--- config.mk ---
export PLATFORM = sky130hd
export DESIGN_NAME = mrt_timer
export DESIGN_NICKNAME = d
export VERILOG_FILES = /design/src/rtl/mrt_pkg.sv /design/src/rtl/mrt_sync_edge.sv /design/src/rtl/mrt_prescaler.sv /design/src/rtl/mrt_core.sv /design/src/rtl/mrt_timer.sv
export SDC_FILE = /design/constraint.sdc
export NUM_CORES = 1
export LEC_CHECK = 0
export ABC_AREA = 1
export BUFFER_PORTS_ARGS = -buffer_cell sky130_fd_sc_hd__buf_2
export CORE_MARGIN = 5
export CORE_UTILIZATION = 30
export DETAILED_ROUTE_END_ITERATION = 10
export PLACE_DENSITY_LB_ADDON = 0.12
export SLEW_MARGIN = 20
export SYNTH_ARGS = -nofsm -noshare
export SYNTH_HDL_FRONTEND = slang
export SYNTH_SLANG_ARGS = --single-unit
export TNS_END_PERCENT = 20
--- constraint.sdc ---
create_clock -name clk -period 1.83 [get_ports clk]
set_clock_uncertainty 0.05 [all_clocks]
set_input_delay 0.0915 -clock clk [delete_from_list [all_inputs] [get_ports clk]]
set_output_delay 0.0915 -clock clk [all_outputs]
set_load 0.05 [all_outputs]
--- src/rtl/mrt_pkg.sv ---
package mrt_pkg;
    localparam int CNT_W  = 16;
    localparam int PS_W   = 3;
    localparam int PCNT_W = (1 << PS_W) - 1;

    typedef enum logic [1:0] {
        SEL_COUNT = 2'd0,
        SEL_CMP   = 2'd1,
        SEL_CTRL  = 2'd2,
        SEL_FLAGS = 2'd3
    } reg_sel_e;

    // bit0 run, bit1 src_ext, bit2 clr_en, bit3 irq_en, bits 6:4 div
    typedef struct packed {
        logic [PS_W-1:0] div;
        logic            irq_en;
        logic            clr_en;
        logic            src_ext;
        logic            run;
    } ctrl_t;

    // bit0 match, bit1 clear-pin event
    typedef struct packed {
        logic clr;
        logic match;
    } flags_t;

    function automatic logic [PCNT_W-1:0] div_mask(input logic [PS_W-1:0] n);
        return PCNT_W'((1 << n) - 1);
    endfunction
endpackage

--- src/rtl/mrt_sync_edge.sv ---
module mrt_sync_edge #(
    parameter int STAGES = 2
) (
    input  logic clk,
    input  logic rst,
    input  logic pin,
    output logic rise,
    output logic fall
);
    logic [STAGES:0] sh_q;

    always_ff @(posedge clk) begin
        if (rst) sh_q <= '0;
        else     sh_q <= {sh_q[STAGES-1:0], pin};
    end

    assign rise = sh_q[STAGES-1] & ~sh_q[STAGES];
    assign fall = ~sh_q[STAGES-1] & sh_q[STAGES];

    // a detected edge lasts one cycle only
    p_one_rise_r7: assert property (@(posedge clk) disable iff (rst) rise |=> !rise);
    p_one_fall_r7: assert property (@(posedge clk) disable iff (rst) fall |=> !fall);
endmodule

--- src/rtl/mrt_prescaler.sv ---
module mrt_prescaler
    import mrt_pkg::*;
(
    input  logic            clk,
    input  logic            rst,
    input  logic            run,
    input  logic [PS_W-1:0] div,
    output logic            tick
);
    logic [PCNT_W-1:0] pcnt_q;
    logic [PCNT_W-1:0] mask;

    always_ff @(posedge clk) begin
        if (rst || !run) pcnt_q <= '0;
        else             pcnt_q <= pcnt_q + PCNT_W'(1);
    end

    assign mask = div_mask(div);
    assign tick = run & ((pcnt_q & mask) == mask);

    // with a divider above one, events never fall on adjacent clocks
    p_tick_gap_r5: assert property (@(posedge clk) disable iff (rst)
        (tick && div != '0) |=> (!tick || div != $past(div)));
endmodule

--- src/rtl/mrt_core.sv ---
module mrt_core
    import mrt_pkg::*;
#(
    parameter int W = CNT_W
) (
    input  logic         clk,
    input  logic         rst,
    input  ctrl_t        cfg,
    input  logic [W-1:0] cmp,
    input  logic         ps_tick,
    input  logic         ext_rise,
    input  logic         clr_fall,
    input  logic         wr_cnt,
    input  logic         wr_flags,
    input  logic [W-1:0] wdata,
    output logic [W-1:0] cnt,
    output flags_t       flags
);
    logic [W-1:0] cnt_q, cnt_d;
    flags_t       flg_q, flg_d;
    logic         inc, hit, clr_ev;

    always_comb begin
        inc    = cfg.run & (cfg.src_ext ? ext_rise : ps_tick);
        hit    = inc & (cnt_q == cmp);
        clr_ev = cfg.clr_en & clr_fall;

        cnt_d = cnt_q;
        if (wr_cnt)              cnt_d = wdata;
        else if (hit || clr_ev)  cnt_d = '0;
        else if (inc)            cnt_d = cnt_q + W'(1);

        flg_d = flg_q;
        if (wr_flags) begin
            flg_d = flags_t'(wdata[1:0]);
        end else begin
            if (hit)    flg_d.match = 1'b1;
            if (clr_ev) flg_d.clr   = 1'b1;
        end
    end

    always_ff @(posedge clk) begin
        if (rst) begin
            cnt_q <= '0;
            flg_q <= '0;
        end else begin
            cnt_q <= cnt_d;
            flg_q <= flg_d;
        end
    end

    assign cnt   = cnt_q;
    assign flags = flg_q;

    p_step_r2: assert property (@(posedge clk) disable iff (rst)
        (inc && cnt_q != cmp && !wr_cnt && !clr_ev) |=> cnt_q == $past(cnt_q) + W'(1));
    p_match_clear_r3: assert property (@(posedge clk) disable iff (rst)
        (hit && !wr_cnt && !wr_flags) |=> (cnt_q == '0 && flg_q.match));
    p_hold_r6: assert property (@(posedge clk) disable iff (rst)
        (!cfg.run && !wr_cnt && !clr_ev) |=> $stable(cnt_q));
    p_sticky_r9: assert property (@(posedge clk) disable iff (rst)
        (flg_q.match && !wr_flags) |=> flg_q.match);
    p_clear_pin_r8: assert property (@(posedge clk) disable iff (rst)
        (clr_ev && !wr_cnt && !wr_flags) |=> (cnt_q == '0 && flg_q.clr));
    p_sw_wins_r11: assert property (@(posedge clk) disable iff (rst)
        wr_cnt |=> cnt_q == $past(wdata));
endmodule

--- src/rtl/mrt_timer.sv ---
module mrt_timer
    import mrt_pkg::*;
#(
    parameter int CW = CNT_W
) (
    input  logic          clk,
    input  logic          rst,
    input  logic          wr_en,
    input  logic [1:0]    wr_addr,
    input  logic [CW-1:0] wr_data,
    input  logic [1:0]    rd_addr,
    output logic [CW-1:0] rd_data,
    input  logic          cnt_pin,
    input  logic          clr_pin,
    output logic          irq
);
    localparam int CTRL_W = $bits(ctrl_t);

    ctrl_t         ctrl_q;
    logic [CW-1:0] cmp_q;
    logic [CW-1:0] cnt;
    flags_t        flags;
    logic          ps_tick, ext_rise, ext_fall_unused, clr_rise_unused, clr_fall;
    logic          wr_cnt, wr_flags;

    assign wr_cnt   = wr_en && (reg_sel_e'(wr_addr) == SEL_COUNT);
    assign wr_flags = wr_en && (reg_sel_e'(wr_addr) == SEL_FLAGS);

    always_ff @(posedge clk) begin
        if (rst) begin
            ctrl_q <= '0;
            cmp_q  <= '1;
        end else if (wr_en) begin
            if (reg_sel_e'(wr_addr) == SEL_CTRL) ctrl_q <= ctrl_t'(wr_data[CTRL_W-1:0]);
            if (reg_sel_e'(wr_addr) == SEL_CMP)  cmp_q  <= wr_data;
        end
    end

    mrt_sync_edge #(.STAGES(2)) u_cnt_sync (
        .clk(clk), .rst(rst), .pin(cnt_pin), .rise(ext_rise), .fall(ext_fall_unused));
    mrt_sync_edge #(.STAGES(2)) u_clr_sync (
        .clk(clk), .rst(rst), .pin(clr_pin), .rise(clr_rise_unused), .fall(clr_fall));

    mrt_prescaler u_ps (
        .clk(clk), .rst(rst), .run(ctrl_q.run), .div(ctrl_q.div), .tick(ps_tick));

    mrt_core #(.W(CW)) u_core (
        .clk(clk), .rst(rst), .cfg(ctrl_q), .cmp(cmp_q), .ps_tick(ps_tick),
        .ext_rise(ext_rise), .clr_fall(clr_fall), .wr_cnt(wr_cnt),
        .wr_flags(wr_flags), .wdata(wr_data), .cnt(cnt), .flags(flags));

    always_comb begin
        unique case (reg_sel_e'(rd_addr))
            SEL_COUNT: rd_data = cnt;
            SEL_CMP:   rd_data = cmp_q;
            SEL_CTRL:  rd_data = CW'(ctrl_q);
            default:   rd_data = CW'(flags);
        endcase
    end

    assign irq = ctrl_q.irq_en & (flags.match | flags.clr);

    p_irq_gate_r10: assert property (@(posedge clk) disable iff (rst)
        irq |-> (ctrl_q.irq_en && flags != '0));
    p_ctrl_stable_r1: assert property (@(posedge clk) disable iff (rst)
        !wr_en |=> $stable(ctrl_q) && $stable(cmp_q));
endmodule

==> After elaboration in Yosys (flattened, before gate mapping) <==
Index checks and enable logic that the tools add are counted.
{ "word_totals": {"input_bits": 25, "out_inout_bits": 17, "elab_cells": 54, "register_bits": 54} }
{ "op_classes": {"eq_ne": 7, "reduce_logical": 12, "bitwise_logic": 11, "n_addsub": 3, "n_mux": 8, "shifts": 1} }
{ "ops": {"columns": ["operator", "n"], "rows": [
  ["2-to-1 mux 16 bit", 3],
  ["case mux 16 bit (3 select lines)", 1],
  ["adder 16 x 1 -> 16 bit, second input constant", 1],
  ["== test 16 bit", 1],
  ["adder 7 x 1 -> 7 bit, second input constant", 1],
  ["bitwise AND 1 bit", 7],
  ["bitwise AND 7 bit", 1],
  ["== test 7 bit", 1],
  ["<< shifter 1 x 3 -> 7 bit, first input constant", 1],
  ["subtractor 7 x 2 -> 7 bit, second input constant", 1],
  ["== test 2 bit, second input constant", 3],
  ["== test 2 x 1 -> 1 bit, second input constant", 2],
  ["logical NOT 2 bit", 2],
  ["AND reduction 2 bit", 2],
  ["nonzero test 2 bit", 2],
  ["2-to-1 mux 1 bit", 3],
  ["nonzero test 3 bit", 1],
  ["logical AND 1 bit", 2],
  ["logical OR 1 bit", 2],
  ["2-to-1 mux 2 bit", 1],
  ["NOT 1 bit", 2],
  ["logical NOT 1 bit", 1],
  ["bitwise OR 1 bit", 1]
]} }

==> Logic depth before layout (Yosys ltp) <==
Gate-level depths: netlist (run 1).
{ "logic_depth": {"word_depth": 11, "ltp_mapped": 15, "mapped_depth_nobuf": 13} }

==> Hierarchy <==
From an unflattened synthesis (run 1), not the netlist that was laid out.
{ "hier_totals": {"hier_cells": 537, "hier_area_um2": 3374.5} }
{ "modules_own_cells": {"columns": ["mod", "area_each_um2", "seq_area_each_um2", "n_inst", "cells_each"], "rows": [
  ["mrt_core", 1611.5, 360.3, 1, 272],
  ["mrt_timer", 1228.7, 460.4, 1, 189],
  ["mrt_prescaler", 346.6, 140.1, 1, 52],
  ["mrt_sync_edge", 93.8, 60.1, 2, 12]
]} }

==> Worst setup path after synthesis (run 1) <==
No wires, ideal clock.
{ "synth_timing": {"kind": "register to register", "from": "register ctrl_q[5] (netlist bit)", "to": "register u_core.cnt_q[1], in the netlist u_core.cnt[1]", "required_ns": 1.661, "synth_period_minus_slack_ns": 1.867, "t_arrival_ns": 1.698, "path_stages_with_launch": 15, "setup_ns": 0.119, "path_slack_ns": -0.037, "path_buffers": 2, "path_cell_list": "dfxtp_1 -> buf_6 -> nor2_4 -> nand2_2 -> ha_1 -> nor2_1 -> nor2_1 -> nand2_1 -> inv_1 -> nand2_1 -> o21ai_2 -> nand2_2 -> buf_6 -> a21oi_1 -> a21oi_2"} }
{ "synth_via": {"elab_chain_cells": 11, "elab_cells_between_ends": 12, "cone_classes": "add/sub: 1; eq/ne: 1; shift: 1; mux: 3; bitwise: 4; reduce/logical: 2"} }
{ "synth_lines": {"columns": ["item", "line_no", "text"], "rows": [
  ["start, declared", "mrt_timer.sv:19", "ctrl_t ctrl_q;"],
  ["start signal, assigned", "mrt_timer.sv:34", "if (reg_sel_e'(wr_addr) == SEL_CTRL) ctrl_q <= ctrl_t'(wr_data[CTRL_W-1:0]);"],
  ["<< shifter 1 x 3 -> 7 bit (*)", "mrt_pkg.sv:29", "return PCNT_W'((1 << n) - 1);"],
  ["subtractor 7 x 2 -> 7 bit (*)", "mrt_pkg.sv:29", null],
  ["bitwise AND 7 bit", "mrt_prescaler.sv:19", "assign tick = run & ((pcnt_q & mask) == mask);"],
  ["== test 7 bit (*)", "mrt_prescaler.sv:19", null],
  ["bitwise AND 1 bit (*)", "mrt_prescaler.sv:19", null],
  ["2-to-1 mux 1 bit (*)", "mrt_core.sv:24", "inc = cfg.run & (cfg.src_ext ? ext_rise : ps_tick);"],
  ["bitwise AND 1 bit (*)", "mrt_core.sv:24", null],
  ["bitwise AND 1 bit", "mrt_core.sv:25", "hit = inc & (cnt_q == cmp);"],
  ["logical OR 1 bit", "mrt_core.sv:30", "else if (hit || clr_ev) cnt_d = '0;"],
  ["2-to-1 mux 16 bit", "mrt_core.sv:30", null],
  ["2-to-1 mux 16 bit", "mrt_core.sv:29", "if (wr_cnt) cnt_d = wdata;"],
  ["end signal, assigned", "mrt_core.sv:47", "cnt_q <= cnt_d;"],
  ["end, declared", "mrt_core.sv:19", "logic [W-1:0] cnt_q, cnt_d;"]
]} }
Every way passes the cells marked *; elsewhere a longest branch is shown, timed or not.
A chain may end at the register's enable or synchronous reset.

==> Worst setup path in the final report (run 1) <==
{ "layout_timing": {"from": "register ctrl_q[4] (netlist bit)", "to": "register u_core.cnt_q[12], in the netlist u_core.cnt[12]"} }
Same word-level chain as after synthesis.

==> results of run 1 <==
[worst max-delay path, stage by stage, from the launching register on]
cell and delay (ns):
dfxtp_2 0.36, nor2_4 0.12, nand2_2 0.06, ha_2 0.30, nor2_1 0.03, nor2_1 0.10
nand2_1 0.05, inv_1 0.05, nand2_1 0.06, o21ai_2 0.15, buf_4 0.13, nand3_2 0.07
buf_12 0.17, nand3_1 0.10, a21oi_2 0.06
[layer usage]
layer	vias up	share of wire
li1	1736	-
met1	1501	0.49
met2	42	0.47
met3	9	0.028
met4	0	0.013
met5	-	0
[area by class of cell]
| class | count | share of cell area |
|---|---|---|
| Multi-Input combinational cell | 347 | 0.452 |
| Sequential cell | 54 | 0.264 |
| Inverter | 68 | 0.0620 |
| Timing Repair Buffer | 90 | 0.158 |
| Clock buffer | 7 | 0.0210 |
| Clock inverter | 1 | 0.00122 |
| Tap cell | 140 | 0.0426 |
[per-stage QoR]
stage / cells / TNS (ns) / util / hold slack, ns
2_1_floorplan: 489 / -0.0946 / - / 0.148
3_3_place_gp: 680 / -1.60 / 0.352 / 0.241
3_5_place_dp: 680 / -2.00 / 0.352 / 0.249
4_1_cts: 707 / -1.68 / 0.379 / 0.00148
5_1_grt: 707 / -4.72 / 0.381 / 0.0343
6_report: 707 / -1.76 / 0.381 / 0.0199
[Yosys cell counts]
cell       instances
nor3_1             5
a21boi_0           2
inv_2              2
a21oi_2           10
nand3_2            1
xnor2_1           12
nand2_1          118
o221ai_1           4
a21oi_1           23
dfxtp_1           54
clkbuf_2           1
nand2_2            2
o211ai_1          10
o21ai_0           22
xor2_1            11
clkbuf_1           7
a21boi_1           9
nand4_1            6
buf_2              3
inv_1             66
o22ai_1            2
nand3b_2           1
nor2_4             1
o21ai_2            1
buf_6              5
nor3_2             4
a31oi_1            2
o2111ai_1          1
buf_1              2
a31oi_2            1
nor4_1             2
nor2_2             1
nor2_1            38
ha_1               3
buf_4              2
nand3_1           55
[where the power goes]
| group | internal (mW) | switching, mW | total [mW] |
|---|---|---|---|
| logic | 0.271 | 0.437 | 0.708 |
| registers | 1.24 | 0.0536 | 1.29 |
| clock network | 0.307 | 0.434 | 0.741 |
| total | 1.82 | 0.925 | 2.74 |
[kinds of logic after synthesis]
family	synth area share
XOR/XNOR	0.0613
flip-flops	0.329
adder cells (fa/ha/maj)	0.0114
AO/OA/AOI/OAI	0.170
AND/OR/NAND/NOR	0.312
buffers and inverters	0.116
[worst paths after layout]
path	slack [ns]	start	end	depth (start not counted)
max	-0.13	ctrl_q[4]	u_core.cnt[12]	14
min	0.02	wr_data[15]	cmp_q[15]	3
max reg2reg	-0.13	ctrl_q[4]	u_core.cnt[12]	14
min reg2reg	0.36	u_cnt_sync.sh_q[0]	u_cnt_sync.sh_q[1]	2
[timing repair]
| item | CTS | global route |
|---|---|---|
| pin swaps | 0 | 0 |
| endpoints found under the setup margin | 17 | 17 |
| hold buffers | 19 | 0 |
| cloned | 0 | 0 |
| setup buffers | 0 | 0 |
| gates resized for setup | 4 | 8 |
| endpoints found under the hold margin | 20 | 0 |
[placed cells by master, fill, tap and decap left out, types with 2 or more instances in the layout]
cell | synthesis | final
nand2_1 | 118 | 118
inv_1 | 66 | 66
nand3_1 | 55 | 55
dfxtp_1 | 54 | 51
buf_2 | 3 | 41
nor2_1 | 38 | 38
buf_4 | 2 | 27
o21ai_0 | 22 | 22
dlygate4sd3_1 | 0 | 19
a21oi_1 | 23 | 18
a21oi_2 | 10 | 15
xnor2_1 | 12 | 12
xor2_1 | 11 | 11
o211ai_1 | 10 | 10
a21boi_1 | 9 | 7
nand4_1 | 6 | 6
clkbuf_8 | 0 | 6
nor3_1 | 5 | 5
o221ai_1 | 4 | 4
nor3_2 | 4 | 4
a21boi_2 | 0 | 3
dfxtp_2 | 0 | 3
inv_2 | 2 | 2
nand2_2 | 2 | 2
o22ai_1 | 2 | 2
a31oi_1 | 2 | 2
nor4_1 | 2 | 2
ha_1 | 3 | 2
buf_12 | 0 | 2
[flip-flops by register name, indices dropped and copies added (netlist names)]
register,flops
cmp_q,16
u_core.cnt,16
ctrl_q,7
u_ps.pcnt_q,7
u_clr_sync.sh_q,3
u_cnt_sync.sh_q,3
u_core.flags,2
==> results.txt, run 1 <==
The run finished, with violations left. The final reports fail on setup timing. The overall power after layout was 2.74 mW. The chip height is 115 µm, and the total power density per cell area is 666 mW/mm². The logs give 0.580 for the remaining max-slew budget at the tightest pin and 594 for the final-stage net count. The worst setup path is of the register to register kind. In the post-synthesis netlist, the biggest area contributors are dfxtp_1, nand2_1, nand3_1. The fraction of final layout cells with drive strength greater than 1 works out to 0.201. The proportion of netlist area held by the largest area contributor was 0.329; the post-route clock period utilization was 1.07. Timing would allow up to 511 MHz. The number of iterations in the first detailed-routing pass came out at 4. The most area-hungry cell type in the Yosys netlist is dfxtp_1. Compared with the post-synthesis result, the final layout area differs by 25.2%.

The logs give 2.13 ns for the arrival time of the worst setup path and 0.0108 mm² for the placeable core region. The per-instance average area after synthesis works out to 6.72 µm². Clock-pin slew was measured on the worst setup and hold paths at 0.10 ns. The number of antenna violations at the first check in global routing is 0.

Effective utilization at floorplan: 0.305. The logs give 3215 for the number of global-route vias before repair and 54 for the total clock sinks. The worst voltage drop across the vdd grid was 327 µV; the number of buffers added on ports was 41. The kind of capture point of the worst setup path is a register.

Clock tree root buffer cell: clkbuf_8. At the placement stage, the worst setup path has a slack of -0.147 ns. Met2 usage in global routing: 0.255. Summing all placed instances gives a cell area of 0.00380 mm². Pin count of the biggest net entering global routing: 25.

In this run the worst path has a maximum fanout of 17. The total via count after detailed routing was 3288. The tools report the final hold violation count as 0.

Row generation in the floorplan step produced 38 rows. Class of the tightest hold or removal check: input pin to register. The layout has 1171 filler cells. The run gives 185 as the number of violations reported at the end of detailed-routing iteration 0. After layout, the minimum clock period comes to 1.96 ns.

The tools report the total global-route track usage as 0.153. Synthesis handed over a netlist of 489 instances. Dividing the detail-routed via count by the number of cells gives 4.65.

Once detail routing completed, the nets flagged for antenna violations numbered 0. The repair_antennas step left the layout with diodes totalling 0. The synthesized netlist occupies a cell area of 0.00329 mm².

The tool flagged a number of max-cap violations equal to 0. Met3 usage: 0.0248. After detailed routing, the number of remaining DRC violations is 0. The total count of max-transition violations in the final report is 0. Summed over all nets, the half-perimeter wirelength after detailed placement is 7.01 mm.

The analysis attributes to cell leakage a power of 1.88 nW. The number of H-tree levels was 2. TritonCTS built the clock tree. The logs give -0.125 ns for the slack of the critical path and 2 for the maximum count of clock buffers along a single path.

At the worst endpoint, the required time is 2.01 ns. The first global-routing pass estimated 16.0 mm of wire. Count of synthesis-stage warnings from yosys: 0. The die is 115 µm wide. The routing usage on met1 is 0.202, and the number of clock buffers inserted by TritonCTS is 5. Synthesis instantiated 36 different standard cells from the library. Setup violations remaining at the end of the flow were counted as 17. The multi-input combinational cells in the finished layout cover a total of 0.00186 mm².

Dividing the detail-routed wire length by the instance count gives 13.8 µm. Summed over all layers, the global routing overflow is 0. Synthesis produced a netlist with a net count of 517. The design area is 0.00412 mm².

Busiest layer in global routing: met2. The sequential standard cell area was 0.00108 mm²; the flop and latch count out of synthesis was 54. In this run the count of I/O pins placed on the die edge is 42. The proportion of synthesized chip area in sequential cells is 0.329, and the total wirelength of the detailed-routed design is 9.73 mm. The global placement routability congestion came out at 0.807.

Setup repair after global routing could not meet its margin everywhere. The die area was 0.0132 mm²; the clock latency of the later-clocked register in the worst-skew pair was 0.33 ns. The pin slew with the least headroom to its limit works out to 0.629 ns. The critical path startpoint category was a register.
No activity file was read; power rests on OpenSTA's default activity.
==> inputs of run 2 (changes only) <==
--- a/config.mk
+++ b/config.mk
@@ -8,7 +8,7 @@
 export ABC_AREA = 1
 export BUFFER_PORTS_ARGS = -buffer_cell sky130_fd_sc_hd__buf_2
 export CORE_MARGIN = 5
-export CORE_UTILIZATION = 30
+export CORE_UTILIZATION = 52
 export DETAILED_ROUTE_END_ITERATION = 10
 export PLACE_DENSITY_LB_ADDON = 0.12
 export SLEW_MARGIN = 20
==> results.txt, run 2 (synthesis gave the netlist of run 1 again) <==
The worst hold path was traced through 3 stages. The number of cells on the worst reg-to-reg path is 13. TritonCTS built the clock tree.

STA puts the critical path data arrival time at 2.14 ns. The run gives 0 as the total DRC errors in the routed layout. The number of buffers added on ports came out at 41. The post-detailed-route count of antenna-violating nets is 0, and the reported leakage power is 1.92 nW. In this run the most critical hold path is launched from wr_data[3]. The first global-routing pass estimated 14.5 mm of wire. The final hold violation count is 0. Setup violations remaining at the end of the flow were counted as 16. The critical path startpoint category was a register. For the total count of max-transition violations in the final report, the log shows 0.

At the end of routability-driven placement, the weighted congestion stood at 0.893. The checks that failed: setup timing. The routed length on met3 is 384 µm, and the synthesis-to-layout area growth is 25.9%. The floorplan step defined a die boundary enclosing 0.00801 mm². The remaining max-slew budget at the tightest pin was 0.645; the number of iterations in the first detailed-routing pass was 4. In this run the power density over the cells is 654 mW/mm².

The met2 wirelength from detailed routing is 4.33 mm. Setup repair after global routing could not meet its margin everywhere. The run finished, with violations left. The setup path with the least slack is of type register to register. Leaving out fill and tap cells, the most frequent cell in the layout is nand2_1. The tools report the first element of the critical path as ctrl_q[5]. Pin placement for this block handled 42 I/O pins. For this run, the top clock speed supported by timing is 505 MHz. From left edge to right edge, the die measures 89.5 µm. The routed design has 9.07 mm of wire. The chip height was 89.5 µm; the HPWL after detailed placement was 6.12 mm.

The run gives 1.99 ns as the critical path required time. The clock edge transition at the registers on the reported setup and hold paths came out at 0.10 ns. The effective utilization at floorplan was 0.527; the total clock sinks was 54. The number of global-route vias before repair is 3122, and the post-route clock period utilization is 1.08.

The tools report the pin count of the biggest net entering global routing as 47. In the layout the commonest cells are nand2_1, inv_1, dfxtp_1, nand3_1, buf_2. In this run the deepest clock path goes through 2 buffers. The kind of capture point of the worst setup path was a register. The highest fanout seen on the critical path is 7, and the total via count after detailed routing is 3392. The tools report the number of rows created at floorplan as 29. The number of maximum-capacitance constraint violations was 0; the pin slew with the least headroom to its limit was 0.532 ns. For the placeable core region, the log shows 0.00624 mm².

In this run the clock root is driven by a clkbuf_8. In this run, the number of DRC markers left after iteration 0 of detailed routing was 176. After detailed routing, the number of vias per cell comes to 5.33. The H-tree was split into 2 levels.

The clock period minus final worst setup slack is 1.98 ns, and the clock latency of the later-clocked register in the worst-skew pair is 0.32 ns. The tools report the total global-route track usage as 0.228. For the final-stage net count, the log shows 586.

The number of clock buffers added by TritonCTS is 5. The run gives -0.118 ns as the setup slack at placement. The tools report the slack of the critical path as -0.148 ns. Fraction of final layout cells with drive strength greater than 1: 0.229. Dividing the detail-routed wire length by the instance count gives 14.3 µm. Power comes to 2.71 mW.

For this block, wires on met1 add up to 4.22 mm. VDD sags by at most 488 µV. After detailed routing, no signal wire sits above met4.

The startpoint identified for the worst register-to-register timing path is ctrl_q[5]. The worst register-to-register path has a setup slack of -0.15 ns. 0 antenna diodes ended up in the layout. The number of antenna violations at the first check in global routing was 0; the count of buffers added by post-CTS timing repair for setup was 0. Summed over all layers, the global routing overflow is 0.

The class of the tightest hold or removal check is input pin to register. The worst hold path terminates at ctrl_q[3]. The endpoint identified for the worst register-to-register timing path is u_core.cnt[14].
-- run 2: what timing repair did --
| item | 4_1_cts | 5_1_grt |
|---|---|---|
| endpoints found under the setup margin | 16 | 17 |
| hold buffers | 16 | 0 |
| hold endpoints to repair | 17 | 0 |
| gates cloned | 0 | 2 |
| resized for setup | 13 | 30 |
| pin swaps | 0 | 7 |
-- run 2: per-layer routing --
metal  vias up  global-route usage
met5         -                   0
met4         0              0.0690
met3        14              0.0332
met2        83               0.376
met1      1564               0.307
li1       1731                   -
-- run 2: worst max path at each step --
| stage | endpoint | cells past startpoint |
|---|---|---|
| after global placement | u_core.cnt[12] | 13 |
| after floorplan | u_core.cnt[7] | 14 |
| after detailed placement | u_core.cnt[5] | 13 |
| after global routing | u_core.cnt[8] | 14 |
| final | u_core.cnt[14] | 13 |
| after CTS | u_core.cnt[2] | 13 |
-- run 2: layout make-up --
cell class / instances / area, µm²
Fill cell: 582 / 2100
Multi-Input combinational cell: 347 / 1980
Sequential cell: 54 / 1090
Timing Repair Buffer: 82 / 637
Inverter: 68 / 255
Tap cell: 77 / 96.3
Clock buffer: 6 / 72.6
Clock inverter: 2 / 13.8
-- run 2: report_power, final --
part           switching (mW)  internal [mW]
Combinational           0.446          0.281
Sequential             0.0627           1.24
Clock                   0.412          0.272
-- run 2: through the flow --
| step | instances | utilization | hold slack, ns | instance area (µm²) | TNS [ns] |
|---|---|---|---|---|---|
| 5_1_grt | 636 | 0.663 | 0.0233 | 4140 | -4.27 |
| 3_5_place_dp | 610 | 0.588 | 0.252 | 3670 | -1.56 |
| 2_1_floorplan | 489 | - | 0.148 | 3290 | -0.0946 |
| 6_report | 636 | 0.663 | 0.00777 | 4140 | -2.08 |
| 4_1_cts | 634 | 0.634 | 0.00344 | 3950 | -0.667 |
| 3_3_place_gp | 610 | 0.588 | 0.243 | 3670 | -0.759 |
-- run 2: critical path, stage by stage, from the launching register on --
cell and delay (ns):
dfxtp_4 0.38, nor2_4 0.11, nand2_2 0.07, ha_4 0.26, nor2_1 0.03, nor2_1 0.08
nand2_1 0.07, inv_2 0.05, nand2_2 0.05, o21ai_4 0.19, nand2_4 0.14, clkbuf_16 0.20
a21boi_2 0.14, a21oi_2 0.06
